$ cat src/rtl/usec_tick_pkg.sv
package usec_tick_pkg;

    localparam int ODD_W  = 2;                // odd-factor select width
    localparam int POW_W  = 3;                // prescale select width
    localparam int PRE_W  = (2 ** POW_W) - 1; // prescale counter width
    localparam int ODD_CW = ODD_W + 1;        // odd counter width

    typedef struct packed {
        logic             en;
        logic [1:0]       spare;
        logic [POW_W-1:0] pow;
        logic [ODD_W-1:0] odd;
    } div_cfg_t;

    // last count of the prescaler: 2^p - 1
    function automatic logic [PRE_W-1:0] pre_last(input logic [POW_W-1:0] p);
        return (PRE_W'(1) << p) - PRE_W'(1);
    endfunction

    // last count of the odd stage: (2*s+1) - 1
    function automatic logic [ODD_CW-1:0] odd_last(input logic [ODD_W-1:0] s);
        return {s, 1'b0};
    endfunction

endpackage

$ cat src/rtl/usec_tick_cfg_reg.sv
module usec_tick_cfg_reg
    import usec_tick_pkg::*;
(
    input  logic     clk,
    input  logic     rst,
    input  logic     wr,
    input  logic [7:0] din,
    output div_cfg_t cfg
);
    always_ff @(posedge clk) begin
        if (rst)     cfg <= '0;
        else if (wr) cfg <= div_cfg_t'(din);
    end
endmodule

$ cat src/rtl/usec_tick_prescale.sv
module usec_tick_prescale #(
    parameter int W = 7
) (
    input  logic         clk,
    input  logic         rst,
    input  logic         clr,
    input  logic         en,
    input  logic [W-1:0] last,
    output logic         wrap
);
    logic [W-1:0] cnt;

    assign wrap = en && (cnt == last);

    always_ff @(posedge clk) begin
        if (rst || clr || !en) cnt <= '0;
        else if (wrap)         cnt <= '0;
        else                   cnt <= cnt + W'(1);
    end
endmodule

$ cat src/rtl/usec_tick_odd_stage.sv
module usec_tick_odd_stage #(
    parameter int W = 3
) (
    input  logic         clk,
    input  logic         rst,
    input  logic         clr,
    input  logic         en,
    input  logic         step,
    input  logic [W-1:0] last,
    output logic         fire
);
    logic [W-1:0] cnt;

    assign fire = en && step && (cnt == last);

    always_ff @(posedge clk) begin
        if (rst || clr || !en) cnt <= '0;
        else if (step) begin
            if (cnt == last) cnt <= '0;
            else             cnt <= cnt + W'(1);
        end
    end
endmodule

$ cat src/rtl/usec_tick_gen.sv
module usec_tick_gen
    import usec_tick_pkg::*;
(
    input  logic       clk,
    input  logic       rst,
    input  logic       cfg_wr,
    input  logic [7:0] cfg_data,
    output logic       tick
);
    div_cfg_t          cfg_q;
    logic              pre_wrap;
    logic [PRE_W-1:0]  pre_lim;
    logic [ODD_CW-1:0] odd_lim;

    assign pre_lim = pre_last(cfg_q.pow);
    assign odd_lim = odd_last(cfg_q.odd);

    usec_tick_cfg_reg u_cfg (
        .clk (clk),
        .rst (rst),
        .wr  (cfg_wr),
        .din (cfg_data),
        .cfg (cfg_q)
    );

    usec_tick_prescale #(.W(PRE_W)) u_pre (
        .clk  (clk),
        .rst  (rst),
        .clr  (cfg_wr),
        .en   (cfg_q.en),
        .last (pre_lim),
        .wrap (pre_wrap)
    );

    usec_tick_odd_stage #(.W(ODD_CW)) u_odd (
        .clk  (clk),
        .rst  (rst),
        .clr  (cfg_wr),
        .en   (cfg_q.en),
        .step (pre_wrap),
        .last (odd_lim),
        .fire (tick)
    );
endmodule

$ cat config.mk
export PLATFORM = sky130hd
export DESIGN_NAME = usec_tick_gen
export DESIGN_NICKNAME = d
export VERILOG_FILES = /design/src/rtl/usec_tick_pkg.sv /design/src/rtl/usec_tick_cfg_reg.sv /design/src/rtl/usec_tick_prescale.sv /design/src/rtl/usec_tick_odd_stage.sv /design/src/rtl/usec_tick_gen.sv
export SDC_FILE = /design/constraint.sdc
export NUM_CORES = 1
export LEC_CHECK = 0
export ABC_AREA = 1
export BUFFER_PORTS_ARGS = -buffer_cell sky130_fd_sc_hd__buf_2
export CAP_MARGIN = 20
export CORE_MARGIN = 2
export CORE_UTILIZATION = 49
export CTS_BUF_LIST = sky130_fd_sc_hd__clkbuf_4 sky130_fd_sc_hd__clkbuf_8 sky130_fd_sc_hd__clkbuf_16
export DETAILED_ROUTE_END_ITERATION = 6
export PLACE_DENSITY_LB_ADDON = 0.25
export REMOVE_ABC_BUFFERS = 1
export SLEW_MARGIN = 20
export SYNTH_ARGS = -nofsm -noshare
export SYNTH_HDL_FRONTEND = slang
export SYNTH_SLANG_ARGS = --single-unit
$ cat constraint.sdc
create_clock -name clk -period 1.3 [get_ports clk]
set_clock_uncertainty 0.2 [all_clocks]
set_input_delay 0.26 -clock clk [delete_from_list [all_inputs] [get_ports clk]]
set_output_delay 0.26 -clock clk [all_outputs]
set_load 0.01 [all_outputs]
* After elaboration in Yosys (flattened, before gate mapping)
Index checks and enable logic that the tools add are counted.
Word-level totals: register bits after elaboration 16, input bits 11, output and inout bits 1, word-level logic and storage cells 19
Cells by class: add/sub/neg operators 3, equality and inequality tests 2, shift-type cells 1, muxes and demuxes 1, reductions and logical operators 7
Operators by type and width (number):
- 7-bit by 1-bit adder with 7-bit output (second input constant) | 1
- 7-bit == test | 1
- 1-bit by 3-bit << shifter with 7-bit output (first input constant) | 1
- 7-bit by 2-bit subtractor with 7-bit output (second input constant) | 1
- 3-bit by 1-bit adder with 3-bit output (second input constant) | 1
- 3-bit == test | 1
- 1-bit logical AND | 3
- 3-bit two-way mux | 1
- 1-bit logical OR | 2
- 2-bit OR reduction | 1
- 1-bit logical NOT | 1

* Depth between registers and ports, before layout
Gate-level depths: netlist of run 1.
depth in word-level cells 6, gate-level depth with buffers 11, depth with buffers taken out 10

* Hierarchy
A second synthesis of run 1 with hierarchy kept.
Unflattened totals: cells, all modules 173, area total of the unflattened synthesis 1062.3 µm²
By module, submodules not included:
- usec_tick_prescale | times used 1, cells each 76, area each 462.9 µm², seq. area each 140.1 µm²
- usec_tick_cfg_reg | times used 1, cells each 51, area each 341.6 µm², seq. area each 160.2 µm²
- usec_tick_odd_stage | times used 1, cells each 32, area each 200.2 µm², seq. area each 60.1 µm²
- usec_tick_gen | times used 1, cells each 14, area each 57.6 µm², seq. area each 0.0 µm²

* Worst setup path after synthesis of run 1
No wires, ideal clock.
path kind register -> output, from register u_cfg.cfg[4] (netlist name), to output tick, data arrival time 1.107 ns, data required time 0.840 ns, path slack -0.267 ns, stages on the path, launching flop included 9, path buffers 1, path through dfxtp_1 -> buf_4 -> nor2_2 -> nand2_1 -> nand2_1 -> nand2_1 -> nor2_2 -> nand3_4 -> nor2_1
On the way: cells in the longest elaborated chain, start to end 6
RTL lines:
- start: declaration | RTL line usec_tick_cfg_reg.sv:8 | output div_cfg_t cfg
- start signal: assignment | RTL line usec_tick_cfg_reg.sv:12 | else if (wr) cfg <= div_cfg_t'(din);
- 1-bit by 3-bit << shifter with 7-bit output | RTL line usec_tick_pkg.sv:17 | return (PRE_W'(1) << p) - PRE_W'(1);
- 7-bit by 2-bit subtractor with 7-bit output | RTL line usec_tick_pkg.sv:17
- 7-bit == test | RTL line usec_tick_prescale.sv:13 | assign wrap = en && (cnt == last);
- 1-bit logical AND | RTL line usec_tick_prescale.sv:13
- 1-bit logical AND (2 in a row) | RTL line usec_tick_odd_stage.sv:14 | assign fire = en && step && (cnt == last);
- end: declaration | RTL line usec_tick_gen.sv:8 | output logic tick
Every way passes these cells.

* Worst setup path in the final report of run 1
Ends and elaborated chain as after synthesis.

==> impl_metrics.ini, run 1 <==
[critical_path]
timing.critical_path.required_ns = 0.84
path_class = register to output pin
worstPathArrival_ns = 1.48
start_kind = register
worstSetupEndpointType = output pin
worst_r2r_path_depth = 12
critical_path.max_fanout = 8

[detailed_routing]
routed-via-count = 899
drtIter0Drc = 29
drtAntennaViolNets = 0
detail_route.first_pass.iterations = 4
route.final.wire_length_um = 2080
vias_per_cell = 5.02
route.detailed.wl_per_inst_um = 11.6
drt_drc_violations_left = 0

[logic_synthesis]
syn_area_sq_um = 863
yosys-top-cells-area = dfxtp_1 37%, nand2_1 13%, nor2_1 11%, inv_1 5.7%, xor2_1 5.1%
synth.lib_cells_used.distinct = 20
number_of_enable_flip_flop_cells_after_synthesis = 0
ys_dominant_reg_cell = dfxtp_1
postSynthAreaPerCell_sq_um = 6.80
ys_top_cells_by_count = 30 x nand2_1, 25 x nor2_1, 16 x dfxtp_1
yosys_warnings = 0
sequential_element_share_of_the_synthesized_area_pct = 37.1
postSynth.asyncResetShare_pct = 0
synth-seq-cells = 16
synthDominantCellAreaShare_pct = 37.1
post-synth-top-area-cell = dfxtp_1
synthCells = 127
yosysMostFrequentCell = nand2_1

[pwr]
power_frac_comb_pct = 14.7
p_clk_share_pct = 34.0
worst_ir_drop_vdd_mv = 0.551
p_sw_share_pct = 27.1
netSwitchingPower_mw = 0.276
power-per-cell-area_nw_per_um2 = 840
power_mw = 1.02
power_frac_seq_pct = 51.3
cellLeakagePower_nw = 0.574
cell_internal_power_dissipation_mw = 0.740

[clocking]
post_cts_hold_buffer_count = 0
clockRootBuffer = clkbuf_4
insertion_delay_ns = 0.30
number_of_levels_the_h_tree_was_split_into = 1
cts_inserted_buffers = 3
clkSinkCount = 16
max-clock-path-buffers = 2
clock_tree_from_tritoncts = yes
clk_pin_slew_worst_paths_ns = 0.10

[timing]
timing.final.ws_setup_ns = -0.637
grt_setup_unrepaired = true
report.final.hold_viol_count = 0
setup_tns_after_final_layout_ns = -6.38
slew_headroom_pct = 74.5
final.min_clock_period_ns = 1.94
max_slew_violation_count = 0
timing.hold.ws_ns = 0.00847
worst_slew_pin_slew_ns = 0.381
fmax_mhz = 516
min_period_over_period_pct = 149
finalSetupViolations = 11

[worst_hold_path]
worst_hold_path_type = input port to register
hold_depth = 3

[die]
fp.dieW_um = 46.0
initial_core_utilization_pct = 51.1
design.die.area_sq_um = 2110
top_level_ports = 12
fp.coreArea_sq_um = 1690
std_cell_rows = 15
dieHeight_um = 46.0

[global_route]
grt_pass1_vias = 726
grt_overflow = 0
grt_antenna_before_repair = 0
maximum_number_of_pins_on_one_net_before_global_route_repair = 11
grt_pass1_wl_um = 2990
track_usage_pct = 20.2

[placement]
postPlaceCellArea_sq_um = 1070
preCtsSetupSlack_ns = -0.420
place.port_buffers = 9
dpl.hpwl_um = 1280
gp_routability_congestion = 0.833

[layout]
final_layout_size_suffix_gt1_share_pct = 38.9
postLayoutCellArea_sq_um = 1210
antenna_cells = 0
layout-area-overhead-vs-synth_pct = 40.0
finish.net_count = 176

[outcome]
outcome = finished, violations left
violated_checks = setup timing

[job]
max_cap_violations = 0
[registers in the layout, indices dropped and copies added (netlist names)]
signal	flops
u_cfg.cfg	6
u_odd.cnt	3
u_pre.cnt	7
[through the flow]
step / utilization [%] / cells
finish: 71.6 / 179
floorplan: - / 125
global route: 71.6 / 179
detailed placement: 63.3 / 171
CTS: 68.3 / 177
global placement: 63.3 / 171
[critical path, cell delays in order, from the launching register on]
cell and delay [ns]:
dfxtp_4 0.43, nand2_4 0.07, o21ai_1 0.13, nand2_1 0.08
nor2_2 0.16, nand3_4 0.09, nor2_1 0.08, buf_2 0.13
[worst paths after layout]
path	startpoint	to	slack (ns)
worst max-delay path	u_cfg.cfg[4]	tick	-0.64
worst min register to register	u_cfg.cfg[1]	u_cfg.cfg[1]	0.29
worst max register to register	u_cfg.cfg[4]	u_odd.cnt[1]	-0.59
worst min-delay path	cfg_data[7]	u_cfg.cfg[7]	0.008
[cell type report]
type | instances | area, sq um
flip-flops and latches | 16 | 327
well taps | 17 | 21.3
inverters | 19 | 73.8
repair buffers | 33 | 236
clock buffers | 4 | 36.3
multi-input cells | 90 | 514
fillers | 125 | 480
[power groups by stage]
stage / sequential, mW / combinational (mW) / clock [mW]
floorplan: 0.526 / 0.0728 / 0
global placement: 0.529 / 0.116 / 0
detailed placement: 0.529 / 0.118 / 0
CTS: 0.518 / 0.129 / 0.347
global route: 0.523 / 0.163 / 0.364
finish: 0.521 / 0.149 / 0.346
[cells in the final DEF (no fill, tap or decap)]
master | netlist | final
dfxtp_2 | 0 | 2
inv_4 | 0 | 1
nand2_1 | 30 | 26
nor2_2 | 3 | 6
dfxtp_4 | 0 | 1
nand2_2 | 3 | 4
nand4_1 | 2 | 2
a211oi_1 | 5 | 5
nand3_4 | 1 | 1
nand3_1 | 7 | 6
nor2_1 | 25 | 21
nor3_1 | 1 | 1
inv_2 | 6 | 5
nand3_2 | 0 | 1
buf_6 | 0 | 1
o21ai_1 | 1 | 1
buf_4 | 1 | 22
a21oi_1 | 3 | 3
nand2_8 | 0 | 1
ha_1 | 2 | 2
clkbuf_4 | 0 | 3
clkbuf_8 | 0 | 1
nor2_4 | 1 | 2
dfxtp_1 | 16 | 13
nand2_4 | 0 | 2
xnor2_1 | 1 | 1
inv_1 | 13 | 13
buf_8 | 0 | 1
buf_2 | 0 | 9
xor2_1 | 5 | 5
[per-layer routing]
layer  GRT usage (%)  part of all wire [%]  vias to the layer above
li1                -                     -                      463
met1            25.8                    49                      405
met2            31.9                    45                       26
met3            4.76                   4.7                        5
met4            8.57                   1.7                        0
met5               0                     0                        -
[what timing repair did]
item	in CTS	in global routing
pin swaps	2	3
setup buffers	2	2
setup endpoints to repair	11	11
gates resized for setup	9	13
[cells by family (layout without fill, tap and decap cells)]
logic type | after synthesis | in the layout | synth area share, %
buf+inv | 21 | 56 | 9.57
flops | 16 | 16 | 37.1
fa+ha+maj | 2 | 2 | 2.90
simple gates | 73 | 73 | 37.7
compound gates | 9 | 9 | 6.67
xor+xnor | 6 | 6 | 6.09
Note: power is estimated with default switching activity, not from simulation.
==> run 2, diff against run 1 <==
ABC_AREA = not set   (was 1)
==> impl_metrics.ini, run 2 <==
[outcome]
outcome = finished, violations left
violated_checks = setup timing

[timing]
finalSetupViolations = 11
timing.final.ws_setup_ns = -0.956
max_slew_violation_count = 0
setup_tns_after_final_layout_ns = -6.34
final.min_clock_period_ns = 2.26
report.final.hold_viol_count = 0
worst_slew_pin_slew_ns = 0.316
fmax_mhz = 443
slew_headroom_pct = 78.9
grt_setup_unrepaired = true
min_period_over_period_pct = 174

[die]
fp.coreArea_sq_um = 1690
top_level_ports = 12
dieHeight_um = 46.0
fp.dieW_um = 46.0
design.die.area_sq_um = 2120
initial_core_utilization_pct = 51.2
std_cell_rows = 15

[worst_hold_path]
worst_hold_path_type = input port to register
hp-start = cfg_data[4]
hold_depth = 3
worst_hold_path.endpoint = u_cfg.cfg[4]

[clocking]
post_cts_hold_buffer_count = 0
max-clock-path-buffers = 2
clk_pin_slew_worst_paths_ns = 0.09
clockRootBuffer = clkbuf_4
clock_tree_from_tritoncts = yes
number_of_levels_the_h_tree_was_split_into = 1
clkSinkCount = 16
cts_inserted_buffers = 3
insertion_delay_ns = 0.29

[layout]
finalCoreUtilization_pct = 65.6
fillCellCount = 147
largest_registers = u_pre.cnt: 7 flops, u_cfg.cfg: 6 flops, u_odd.cnt: 3 flops
registers.top_by_ff_count = u_pre.cnt
final_layout_size_suffix_gt1_share_pct = 37.9
layout.cells.most_common_list = 24 x buf_4, 13 x dfxtp_1, 9 x nor2_1, 9 x buf_2, 7 x mux2i_1
final_common_cell = buf_4
layout-area-overhead-vs-synth_pct = 28.1
antenna_cells = 0
finish.net_count = 139
flip_flop_count_of_the_largest_register_after_layout = 7

[critical_path]
worstSetupEndpointType = output pin
path_class = register to output pin
r2r_setup_slack_ns = -0.59
worstPathArrival_ns = 1.80
critical_path.max_fanout = 8
crit-reg2reg-launch = u_cfg.cfg[3]
rr_endpoint = u_odd.cnt[1]
start_kind = register
timing.critical_path.required_ns = 0.84
worst_r2r_path_depth = 5

[logic_synthesis]
synthDominantCellAreaShare_pct = 37.0
post-synth-top-area-cell = dfxtp_1
yosysMostFrequentCell = dfxtp_1
yosys-top-cells-area = dfxtp_1 37%, mux2i_1 8.1%, xnor2_1 5.1%, nor2_1 3.9%, nor3_1 3.5%
postSynth.asyncResetShare_pct = 0
synth-seq-cells = 16
syn_area_sq_um = 865
yosys_warnings = 0
synthCells = 94
sequential_element_share_of_the_synthesized_area_pct = 37.0
synth.lib_cells_used.distinct = 32
postSynthAreaPerCell_sq_um = 9.20
ys_top_cells_by_count = 16 x dfxtp_1, 9 x nor2_1, 7 x mux2i_1
ys_dominant_reg_cell = dfxtp_1
number_of_enable_flip_flop_cells_after_synthesis = 0

[detailed_routing]
drtIter0Drc = 17
detail_route.first_pass.iterations = 4
route.detailed.wl_per_inst_um = 12.2
drt_drc_violations_left = 0
vias_per_cell = 5.30
routed-via-count = 747
route.final.wire_length_um = 1730
drtAntennaViolNets = 0

[placement]
gp_routability_congestion = 0.826
place.port_buffers = 9
preCtsSetupSlack_ns = -0.672
dpl.hpwl_um = 1320

[global_route]
grt_antenna_before_repair = 0
grt_pass1_vias = 743
grt_overflow = 0
maximum_number_of_pins_on_one_net_before_global_route_repair = 11
track_usage_pct = 19.8
grt_pass1_wl_um = 2910

[job]
max_cap_violations = 0

[pwr]
cellLeakagePower_nw = 0.491
power_mw = 0.908
worst_ir_drop_vdd_mv = 0.695
power-per-cell-area_nw_per_um2 = 820
run 2: metal layers:
layer  vias up  GRT usage [%]  part of all wire (%)  wire length [um]
met2         8           33.9                    52               904
met5         -              0                     0                 0
li1        393              -                     -                 -
met4         0           15.4                   3.2                55
met1       341           20.8                    43               736
met3         5           3.57                   1.6                28
run 2: area by class of cell:
type / instances / area, sq um / area share [%]
Inverter: 4 / 15.0 / 1.36
Clock buffer: 3 / 22.5 / 2.03
Sequential cell: 16 / 327 / 29.5
Tap cell: 17 / 21.3 / 1.92
Timing Repair Buffer: 33 / 225 / 20.3
Multi-Input combinational cell: 68 / 497 / 44.9
run 2: report_power, final:
group | internal (mW) | total [mW] | switching [mW] | leakage (nW)
Clock | 0.108 | 0.267 | 0.159 | 0.0138
Sequential | 0.502 | 0.513 | 0.0117 | 0.131
Combinational | 0.0719 | 0.127 | 0.0552 | 0.345
Total | 0.681 | 0.908 | 0.226 | 0.491
run 2: how the worst max path moves through the flow:
stage                      start   end  slack (ns)
floorplan           u_cfg.cfg[4]  tick       -0.66
global placement    u_cfg.cfg[3]  tick       -0.66
detailed placement  u_cfg.cfg[3]  tick       -0.67
CTS                 u_cfg.cfg[2]  tick       -0.95
global route        u_cfg.cfg[3]  tick       -1.03
finish              u_cfg.cfg[3]  tick       -0.96
run 2: through the flow:
step / std cells / area (sq um) / hold slack (ns)
floorplan: 88 / 816 / 0.129
global placement: 137 / 1050 / 0.288
detailed placement: 137 / 1050 / 0.298
CTS: 140 / 1090 / 0.000502
global route: 141 / 1110 / 0.0283
finish: 141 / 1110 / 0.00460
run 2: cells by family (layout without fill, tap and decap cells):
kind of cell	count (synthesis)	in the layout	synth area share, %
buffers and inverters	10	40	7.38
multiplexers	7	7	8.10
AND/OR/NAND/NOR	40	40	25.0
XOR/XNOR	8	8	8.10
flip-flops	16	16	37.0
adder cells (fa/ha/maj)	2	2	2.89
AO/OA/AOI/OAI	11	11	11.4
run 2: repair_timing:
action | in CTS | in global routing
pin swaps | 0 | 2
setup endpoints to repair | 11 | 11
gates resized for setup | 5 | 2
setup buffers | 0 | 2
run 2: worst max-delay path, cell delays in order, from the launching register on:
cell     delay, ns
dfxtp_2       0.37
or4_4         0.52
a22oi_2       0.22
and2_4        0.17
and2b_1       0.11
buf_2         0.12
==> run 3, diff against run 2 <==
BUFFER_PORTS_ARGS = not set   (was -buffer_cell sky130_fd_sc_hd__buf_2)
CORE_UTILIZATION = 54   (was 49)
DONT_BUFFER_PORTS = 1   (was not set)
TNS_END_PERCENT = 50   (was not set)
==> impl_metrics.ini, run 3 (synthesized netlist as in run 2, its figures left out) <==
[outcome]
outcome = finished, violations left
violated_checks = setup timing

[layout]
registers.top_by_ff_count = u_pre.cnt
layout-area-overhead-vs-synth_pct = 45.7
finalCoreUtilization_pct = 83.6
finish.net_count = 144
antenna_cells = 0
stdcell_count = 145
flip_flop_count_of_the_largest_register_after_layout = 7
final_common_cell = buf_4
layout.cells.most_common_list = 27 x buf_4, 13 x dfxtp_1, 8 x nor2_1
postLayoutCellArea_sq_um = 1260
largest_registers = u_pre.cnt: 7 flops, u_cfg.cfg: 6 flops, u_odd.cnt: 3 flops
final_layout_size_suffix_gt1_share_pct = 39.5
fillCellCount = 83

[die]
dieHeight_um = 44.0
top_level_ports = 12
design.die.area_sq_um = 1940
fp.dieW_um = 44.0
initial_core_utilization_pct = 57.4
std_cell_rows = 14
fp.coreArea_sq_um = 1510

[critical_path]
timing.critical_path.required_ns = 0.84
path_class = register to output pin
worstPathArrival_ns = 1.73
worstSetupEndpointType = output pin
critical_path.max_fanout = 7
start_kind = register

[global_route]
grt_overflow = 0
grt_antenna_before_repair = 0
track_usage_pct = 28.3
maximum_number_of_pins_on_one_net_before_global_route_repair = 9
grt_pass1_vias = 878
grt_pass1_wl_um = 3880

[worst_hold_path]
worst_hold_path_type = input port to register

[detailed_routing]
detail_route.first_pass.iterations = 4
route.final.wire_length_um = 2450
routed-via-count = 838
drt_drc_violations_left = 0
drtAntennaViolNets = 0
route.detailed.wl_per_inst_um = 16.9
drtIter0Drc = 38
vias_per_cell = 5.78

[timing]
report.final.hold_viol_count = 0
slew_headroom_pct = 76.0
min_period_over_period_pct = 168
worst_slew_pin_slew_ns = 0.361
final.min_clock_period_ns = 2.19
max_slew_violation_count = 0
grt_setup_unrepaired = true
fmax_mhz = 457
finalSetupViolations = 11
timing.final.ws_setup_ns = -0.886

[clocking]
insertion_delay_ns = 0.29
clk_pin_slew_worst_paths_ns = 0.10
cts_inserted_buffers = 3
number_of_levels_the_h_tree_was_split_into = 1
clock_tree_from_tritoncts = yes
clkSinkCount = 16
max-clock-path-buffers = 2
clockRootBuffer = clkbuf_4

[placement]
dpl.hpwl_um = 1430
gp_routability_congestion = 0.870
preCtsSetupSlack_ns = -0.645
dp_cell_count = 130
place.port_buffers = 0
postPlaceCellArea_sq_um = 1030

[job]
max_cap_violations = 0

[pwr]
cellLeakagePower_nw = 0.541
worst_ir_drop_vdd_mv = 0.652
power-per-cell-area_nw_per_um2 = 760
power_mw = 0.957
-- run 3: path summary, 6_finish.rpt --
path / from / endpoint / slack [ns] / cells after the start
max: u_cfg.cfg[3] / tick / -0.89 / 4
max reg2reg: u_cfg.cfg[4] / u_odd.cnt[2] / -0.68 / 8
min: cfg_wr / u_cfg.cfg[7] / 0.13 / 3
min reg2reg: u_cfg.cfg[0] / u_cfg.cfg[0] / 0.34 / 2
-- run 3: metrics by stage --
stage               hold slack (ns)  TNS (ns)
floorplan                     0.129     -4.80
global placement              0.132     -5.74
detailed placement            0.132     -6.32
CTS                          0.0646     -6.80
global route                  0.126     -7.76
finish                        0.125     -7.09
-- run 3: cell type report --
cell class | instances | area (sq um) | share of cell area (%)
repair buffers | 38 | 319 | 25.3
multi-input cells | 68 | 554 | 44.0
inverters | 4 | 15.0 | 1.19
flip-flops and latches | 16 | 329 | 26.1
well taps | 16 | 20.0 | 1.59
clock buffers | 3 | 22.5 | 1.79
-- run 3: worst max-delay path, cell delays in order, from the launching register on --
cell     delay (ns)
dfxtp_2        0.37
or4_4          0.52
a22oi_2        0.21
and2_4         0.17
and2b_1        0.17
-- run 3: power breakdown --
part / internal (mW) / leakage [nW] / total, mW / switching, mW
Sequential: 0.501 / 0.132 / 0.515 / 0.0143
Clock: 0.108 / 0.0138 / 0.270 / 0.163
Combinational: 0.0976 / 0.395 / 0.172 / 0.0745
-- run 3: what timing repair did --
item	in CTS	in global routing
hold buffers	8	0
setup endpoints to repair	11	16
endpoints found under the hold margin	6	0
pin swaps	4	6
gates resized for setup	12	10
buffers inserted	3	1
-- run 3: metal layers --
layer  vias to the layer above  share of wire (%)  GRT usage (%)
li1                        405                  -              -
met4                         0                2.4           17.0
met1                       405                 45           35.0
met2                        21                 50           45.9
met3                         7                2.5           4.90
met5                         -                  0              0
